<file path="src/rtl/ptw_pkg.sv">
package ptw_pkg;
  typedef enum logic [1:0] {
    FLT_NONE  = 2'd0,
    FLT_TABLE = 2'd1,
    FLT_PAGE  = 2'd2,
    FLT_PROT  = 2'd3
  } ptw_fault_e;

  typedef enum logic [2:0] {
    S_IDLE, S_SEG, S_PAGE, S_WB, S_DONE, S_FAULT
  } ptw_state_e;

  localparam int SEG_VALID = 1;
  localparam int SEG_RO    = 2;
  localparam int SEG_ONE   = 3;
  localparam int SEG_ZLO   = 4;

  localparam int PG_VALID  = 0;
  localparam int PG_RO     = 2;
  localparam int PG_REF    = 3;
  localparam int PG_MOD    = 4;
  localparam int PG_CI     = 6;
endpackage

</file>
<file path="src/rtl/ptw_seg_eval.sv">
module ptw_seg_eval
  import ptw_pkg::*;
#(
  parameter int W     = 32,
  parameter int OFF_W = 12
) (
  input  logic [W-1:0]       seg_i,
  output logic               ok_o,
  output logic               ro_o,
  output logic [W-OFF_W-1:0] pfn_o
);
  logic unused_seg;
  assign unused_seg = seg_i[0];

  // usable only when valid, marker bit one and reserved field zero
  assign ok_o  = seg_i[SEG_VALID] & seg_i[SEG_ONE] & ~|seg_i[OFF_W-1:SEG_ZLO];
  assign ro_o  = seg_i[SEG_RO];
  assign pfn_o = seg_i[W-1:OFF_W];
endmodule

</file>
<file path="src/rtl/ptw_page_eval.sv">
module ptw_page_eval
  import ptw_pkg::*;
#(
  parameter int W     = 32,
  parameter int OFF_W = 12
) (
  input  logic [W-1:0]       pte_i,
  input  logic               write_i,
  input  logic               seg_ro_i,
  output logic               valid_o,
  output logic               ro_o,
  output logic               ci_o,
  output logic               prot_o,
  output logic               wb_need_o,
  output logic [W-1:0]       wb_data_o,
  output logic [W-OFF_W-1:0] pfn_o
);
  logic [W-1:0] set_mask;

  always_comb begin
    set_mask = '0;
    set_mask[PG_REF] = 1'b1;
    set_mask[PG_MOD] = write_i;
  end

  assign valid_o   = pte_i[PG_VALID];
  assign ro_o      = seg_ro_i | pte_i[PG_RO];
  assign ci_o      = pte_i[PG_CI];
  assign prot_o    = valid_o & write_i & ro_o;
  assign wb_data_o = pte_i | set_mask;
  assign wb_need_o = valid_o & ~prot_o & (wb_data_o != pte_i);
  assign pfn_o     = pte_i[W-1:OFF_W];
endmodule

</file>
<file path="src/rtl/ptw_addr_sel.sv">
module ptw_addr_sel #(
  parameter int PFN_W  = 20,
  parameter int IDX_W  = 10,
  parameter int ENT_LG = 2
) (
  input  logic                          page_lvl_i,
  input  logic [PFN_W-1:0]              root_pfn_i,
  input  logic [PFN_W-1:0]              tbl_pfn_i,
  input  logic [IDX_W-1:0]              seg_idx_i,
  input  logic [IDX_W-1:0]              pg_idx_i,
  output logic [PFN_W+IDX_W+ENT_LG-1:0] addr_o
);
  localparam logic [ENT_LG-1:0] ENT_ZERO = '0;

  assign addr_o = page_lvl_i ? {tbl_pfn_i, pg_idx_i, ENT_ZERO}
                             : {root_pfn_i, seg_idx_i, ENT_ZERO};
endmodule

</file>
<file path="src/rtl/ptw_walker.sv">
module ptw_walker
  import ptw_pkg::*;
#(
  parameter int VA_W   = 32,
  parameter int OFF_W  = 12,
  parameter int ENT_LG = 2
) (
  input  logic                      clk_i,
  input  logic                      rst_ni,
  input  logic                      req_valid_i,
  input  logic [VA_W-1:0]           req_va_i,
  input  logic                      req_write_i,
  input  logic                      req_super_i,
  input  logic [VA_W-OFF_W-1:0]     sup_root_i,
  input  logic [VA_W-OFF_W-1:0]     usr_root_i,
  input  logic                      sup_xlate_en_i,
  input  logic                      usr_xlate_en_i,
  output logic                      busy_o,
  output logic                      done_o,
  output logic                      fault_o,
  output logic [1:0]                fault_kind_o,
  output logic [VA_W-1:0]           pa_o,
  output logic                      ro_o,
  output logic                      ci_o,
  output logic                      mem_req_o,
  output logic                      mem_we_o,
  output logic [VA_W-1:0]           mem_addr_o,
  output logic [VA_W-1:0]           mem_wdata_o,
  input  logic                      mem_ack_i,
  input  logic [VA_W-1:0]           mem_rdata_i
);
  localparam int PFN_W = VA_W - OFF_W;
  localparam int IDX_W = OFF_W - ENT_LG;

  ptw_state_e        state_q;
  ptw_fault_e        kind_q;
  logic [VA_W-1:0]   va_q, pa_q, pte_q, wb_q;
  logic [PFN_W-1:0]  root_q, tbl_q;
  logic              wr_q, seg_ro_q, ro_q, ci_q;

  logic              seg_ok, seg_ro;
  logic [PFN_W-1:0]  seg_pfn, pg_pfn;
  logic              pg_valid, pg_ro, pg_ci, pg_prot, pg_wb_need;
  logic [VA_W-1:0]   pg_wb_data;
  logic              xlate_en;

  ptw_seg_eval #(.W(VA_W), .OFF_W(OFF_W)) u_seg (
    .seg_i (mem_rdata_i),
    .ok_o  (seg_ok),
    .ro_o  (seg_ro),
    .pfn_o (seg_pfn)
  );

  ptw_page_eval #(.W(VA_W), .OFF_W(OFF_W)) u_page (
    .pte_i     (mem_rdata_i),
    .write_i   (wr_q),
    .seg_ro_i  (seg_ro_q),
    .valid_o   (pg_valid),
    .ro_o      (pg_ro),
    .ci_o      (pg_ci),
    .prot_o    (pg_prot),
    .wb_need_o (pg_wb_need),
    .wb_data_o (pg_wb_data),
    .pfn_o     (pg_pfn)
  );

  ptw_addr_sel #(.PFN_W(PFN_W), .IDX_W(IDX_W), .ENT_LG(ENT_LG)) u_addr (
    .page_lvl_i (state_q != S_SEG),
    .root_pfn_i (root_q),
    .tbl_pfn_i  (tbl_q),
    .seg_idx_i  (va_q[VA_W-1 -: IDX_W]),
    .pg_idx_i   (va_q[OFF_W+IDX_W-1 -: IDX_W]),
    .addr_o     (mem_addr_o)
  );

  assign xlate_en = req_super_i ? sup_xlate_en_i : usr_xlate_en_i;

  always_ff @(posedge clk_i or negedge rst_ni) begin
    if (!rst_ni) begin
      state_q  <= S_IDLE;
      kind_q   <= FLT_NONE;
      va_q     <= '0;
      pa_q     <= '0;
      pte_q    <= '0;
      wb_q     <= '0;
      root_q   <= '0;
      tbl_q    <= '0;
      wr_q     <= 1'b0;
      seg_ro_q <= 1'b0;
      ro_q     <= 1'b0;
      ci_q     <= 1'b0;
    end else begin
      unique case (state_q)
        S_IDLE: if (req_valid_i) begin
          va_q   <= req_va_i;
          wr_q   <= req_write_i;
          root_q <= req_super_i ? sup_root_i : usr_root_i;
          kind_q <= FLT_NONE;
          if (xlate_en) begin
            state_q <= S_SEG;
          end else begin
            pa_q    <= req_va_i;
            ro_q    <= 1'b0;
            ci_q    <= 1'b0;
            state_q <= S_DONE;
          end
        end
        S_SEG: if (mem_ack_i) begin
          if (!seg_ok) begin
            kind_q  <= FLT_TABLE;
            state_q <= S_FAULT;
          end else begin
            tbl_q    <= seg_pfn;
            seg_ro_q <= seg_ro;
            state_q  <= S_PAGE;
          end
        end
        S_PAGE: if (mem_ack_i) begin
          pte_q <= mem_rdata_i;
          wb_q  <= pg_wb_data;
          if (!pg_valid) begin
            kind_q  <= FLT_PAGE;
            state_q <= S_FAULT;
          end else if (pg_prot) begin
            kind_q  <= FLT_PROT;
            state_q <= S_FAULT;
          end else begin
            pa_q    <= {pg_pfn, va_q[OFF_W-1:0]};
            ro_q    <= pg_ro;
            ci_q    <= pg_ci;
            state_q <= pg_wb_need ? S_WB : S_DONE;
          end
        end
        S_WB:    if (mem_ack_i) state_q <= S_DONE;
        default: state_q <= S_IDLE;
      endcase
    end
  end

  assign busy_o       = (state_q != S_IDLE);
  assign done_o       = (state_q == S_DONE);
  assign fault_o      = (state_q == S_FAULT);
  assign fault_kind_o = kind_q;
  assign pa_o         = pa_q;
  assign ro_o         = ro_q;
  assign ci_o         = ci_q;
  assign mem_req_o    = (state_q == S_SEG) || (state_q == S_PAGE) || (state_q == S_WB);
  assign mem_we_o     = (state_q == S_WB);
  assign mem_wdata_o  = wb_q;

  // write-back may touch only the two status bits
  logic [VA_W-1:0] stat_mask;
  always_comb begin
    stat_mask = '0;
    stat_mask[PG_REF] = 1'b1;
    stat_mask[PG_MOD] = 1'b1;
  end

  a_r9_req_hold: assert property (@(posedge clk_i) disable iff (!rst_ni)
    mem_req_o && !mem_ack_i |=> mem_req_o && $stable(mem_addr_o)
                                && $stable(mem_we_o) && $stable(mem_wdata_o));

  a_r8_idle_after_pulse: assert property (@(posedge clk_i) disable iff (!rst_ni)
    (done_o || fault_o) |=> !busy_o);

  a_r11_done_code: assert property (@(posedge clk_i) disable iff (!rst_ni)
    done_o |-> fault_kind_o == FLT_NONE);

  a_r11_fault_code: assert property (@(posedge clk_i) disable iff (!rst_ni)
    fault_o |-> fault_kind_o != FLT_NONE);

  a_r5_prot_on_write: assert property (@(posedge clk_i) disable iff (!rst_ni)
    fault_o && fault_kind_o == FLT_PROT |-> wr_q);

  a_r6_wb_bits: assert property (@(posedge clk_i) disable iff (!rst_ni)
    mem_we_o |-> (((mem_wdata_o ^ pte_q) & ~stat_mask) == '0) && mem_wdata_o[PG_REF]);

  a_r6_wb_needed: assert property (@(posedge clk_i) disable iff (!rst_ni)
    mem_we_o |-> (!pte_q[PG_REF] || (wr_q && !pte_q[PG_MOD])));

  a_r6_wb_mod_read: assert property (@(posedge clk_i) disable iff (!rst_ni)
    mem_we_o && !wr_q |-> mem_wdata_o[PG_MOD] == pte_q[PG_MOD]);

  a_r4_no_wb_after_fault: assert property (@(posedge clk_i) disable iff (!rst_ni)
    fault_o |-> !$past(mem_we_o));
endmodule

</file>
<file path="config.mk">
export PLATFORM = sky130hd
export DESIGN_NAME = ptw_walker
export DESIGN_NICKNAME = d
export VERILOG_FILES = /design/src/rtl/ptw_pkg.sv /design/src/rtl/ptw_seg_eval.sv /design/src/rtl/ptw_page_eval.sv /design/src/rtl/ptw_addr_sel.sv /design/src/rtl/ptw_walker.sv
export SDC_FILE = /design/constraint.sdc
export NUM_CORES = 1
export LEC_CHECK = 0
export BUFFER_PORTS_ARGS = -buffer_cell sky130_fd_sc_hd__buf_2
export CORE_AREA = 2 2 129 143
export DETAILED_ROUTE_END_ITERATION = 10
export DIE_AREA = 0 0 131 145
export PLACE_DENSITY_LB_ADDON = 0.12
export SETUP_SLACK_MARGIN = 0.4
export SLEW_MARGIN = 0
export SYNTH_ARGS = -nofsm -noshare
export SYNTH_HDL_FRONTEND = slang
export SYNTH_SLANG_ARGS = --single-unit
</file>
<file path="constraint.sdc">
create_clock -name clk_i -period 3.6 [get_ports clk_i]
set_input_delay 0.36 -clock clk_i [delete_from_list [all_inputs] [get_ports clk_i]]
set_output_delay 0.36 -clock clk_i [all_outputs]
set_load 0.02 [all_outputs]
</file>
==> flow_summary.ini <==
[setup_path]
worst-path-stages = 5
timing.rr.end = tbl_q[2]
critPathArrivalTime_ps = 2860
critPathMaxFanout = 21
critPathCapture = tbl_q[2]
critPathRequiredTime_ps = 3890
r2r_cells = 5
reg2reg_slack_ps = 1020
path_buf_inv = 1
cp_cell_sequence = nor3b_4 > buf_4 > and4_1 > nand2_2 > mux2_4
cp-end-kind = flop
startpoint = state_q[0]
critPathKind = flop to flop
crit_family = simple AND/OR/NAND/NOR gates
r2r_start = state_q[0]
crit_slowest_cell = dfrtp_1
max_stage_delay_ps = 630
cp-start-kind = flop

[sta]
timing.final.hold_violations = 0
rsz0062_at_grt = no
max_freq_mhz = 388.3
setup_violations = 0
slew_violations = 0
worst_pin_slew_ps = 920.9
slew_headroom = 0.3861
finalClockSkew_ps = 12.44
fin_setup_tns_ps = 0
fin_crit_ps = 2575
min_period_over_period = 0.7153

[yosys]
synth.area.top_cells = dfrtp_1 (55%), mux2_2 (16%), mux2i_1 (8.4%)
synth.largest_area_cell = dfrtp_1
synth-seq-cells = 145
synth_top_area_frac = 0.5515
ys_warn_count = 0
synth_cells = 512
seq_area_frac_synth = 0.5515
syn-cell-area_um2 = 6579
synth-edff-count = 0
synth_cell_types = 43
async_flop_share = 1.000
synthFlopType = dfrtp_1
avgSynthCellArea_um2 = 12.85

[finish]
antenna_cells = 0
syn_to_final_growth_pct = 29.12
final_common_cell = buf_2
finish.instance_area_um2 = 8494
nNetsFinal = 832
layout_common_cells = buf_2 (213), dfrtp_1 (145), mux2_2 (93), mux2i_1 (55), nand2_1 (38)
drive_above_1_share = 0.5123

[run]
cap_violations = 0

[pwr]
irDropWorstVdd_mv = 0.3951
p_leak_nw = 4.178
powerDensity_nw_per_um2 = 895.3

[floorplan]
core.rowCount = 51
chipWidth_um = 131
pin_count = 217
core-area_um2 = 17550
die-area_um2 = 19000
fp.dieH_um = 145
initial_core_util = 0.3749

[place]
hpwl_mm = 12.01
placed_cell_area_um2 = 7871
portBuffers = 214
gp_congestion = 0.7658

[cts]
post-cts-setup-buffers = 0
clock_sinks = 145
clk_latency_ps = 410
cts_hold_buf = 0
clk_path_buf_depth = 2
cts-root-buf = clkbuf_16
numCtsBuffers = 17
cts_tree = built
path_clk_slew_ps = 60
cts_resized = 0
htreeDepth = 4

[detailed_routing]
via_count = 4713
remaining_drc_errors = 0
drtPass1Iterations = 4
via_per_inst = 4.859
wire_per_inst_um = 17.83
routed_wl_mm = 17.30
ant_nets = 0
drtIter0Drc = 178

[worst_hold_path]
hold_path.class = input pin to asynchronous set/reset pin

[global_route]
overflow = 0
grt_pass1_wl_mm = 26.95
grt_pass1_vias = 4966
track_usage = 0.1859
antenna_found_initial = 0
grt_max_degree = 90

[status]
status = complete, no violations
[sequential cells by signal (all words and copies together), names as in the netlist]
signal	flops
state_q	3
ci_o	1
root_q	20
mem_wdata_o	32
wr_q	1
tbl_q	20
va_q	32
seg_ro_q	1
pa_o	32
ro_o	1
fault_kind_o	2
[worst min-delay path by stage]
stage	to	slack, ps
global placement	mem_wdata_o[3]	450
global route	mem_wdata_o[28]	70
finish	root_q[15]	30
floorplan	ci_o	60
CTS	root_q[15]	60
detailed placement	mem_wdata_o[3]	470
[cell families after synthesis]
| group | after synthesis | synth area share |
|---|---|---|
| mux | 169 | 0.2902 |
| flops | 145 | 0.5515 |
| simple gates | 81 | 0.05630 |
| compound gates | 74 | 0.06505 |
| buf+inv | 42 | 0.03632 |
| other cells | 1 | 0.0005700 |
[cell usage after synthesis, types with 2 or more instances]
cell / n
a21oi_1: 24
mux2_2: 93
nand2_1: 39
dfrtp_1: 145
buf_4: 11
nor2_1: 27
nor3_1: 2
o21ai_0: 12
o21ai_1: 24
o211ai_1: 2
inv_1: 6
buf_2: 17
buf_6: 2
mux2_4: 20
mux2i_1: 55
nor4bb_1: 2
nor2b_1: 2
clkbuf_1: 4
[worst reg2reg max path: cells and delay by family, from the launching register on]
kind / cells / cell delay (ps)
simple gates: 3 / 1040
buf+inv: 1 / 260
flops: 1 / 630
mux: 1 / 520
[report_power, final]
group	internal [mW]	switching, mW	total (mW)
clock network	1.18	0.672	1.85
logic	1.28	1.77	3.05
registers	2.31	0.385	2.70
[routing by layer]
layer | part of all wire | vias to the layer above | wire, µm | GRT usage
met5 | 0 | - | 0 | 0
met2 | 0.49 | 148 | 8516 | 0.2997
li1 | - | 2223 | - | -
met1 | 0.43 | 2329 | 7475 | 0.2403
met4 | 0.011 | 0 | 191 | 0.05479
met3 | 0.064 | 13 | 1114 | 0.05568
[per-stage QoR]
stage	instances	util	hold slack [ps]	setup slack, ps	total power, mW
detailed placement	939	0.4486	469.4	1010	5.822
global route	970	0.4841	74.10	847.0	8.086
finish	970	0.4841	30.47	1025	7.605
CTS	970	0.4841	58.03	996.4	7.716
global placement	939	0.4486	449.8	1122	5.736
floorplan	513	-	64.41	1854	4.766
[cell type report]
| class | count | area [µm²] |
|---|---|---|
| Clock buffer | 23 | 498.0 |
| Inverter | 6 | 22.52 |
| Clock inverter | 8 | 125.1 |
| Multi-Input combinational cell | 326 | 2758 |
| Sequential cell | 145 | 3628 |
| Tap cell | 238 | 297.8 |
| Timing Repair Buffer | 224 | 1165 |
| Fill cell | 1646 | 9054 |
Note: power is estimated with default switching activity, not from simulation.
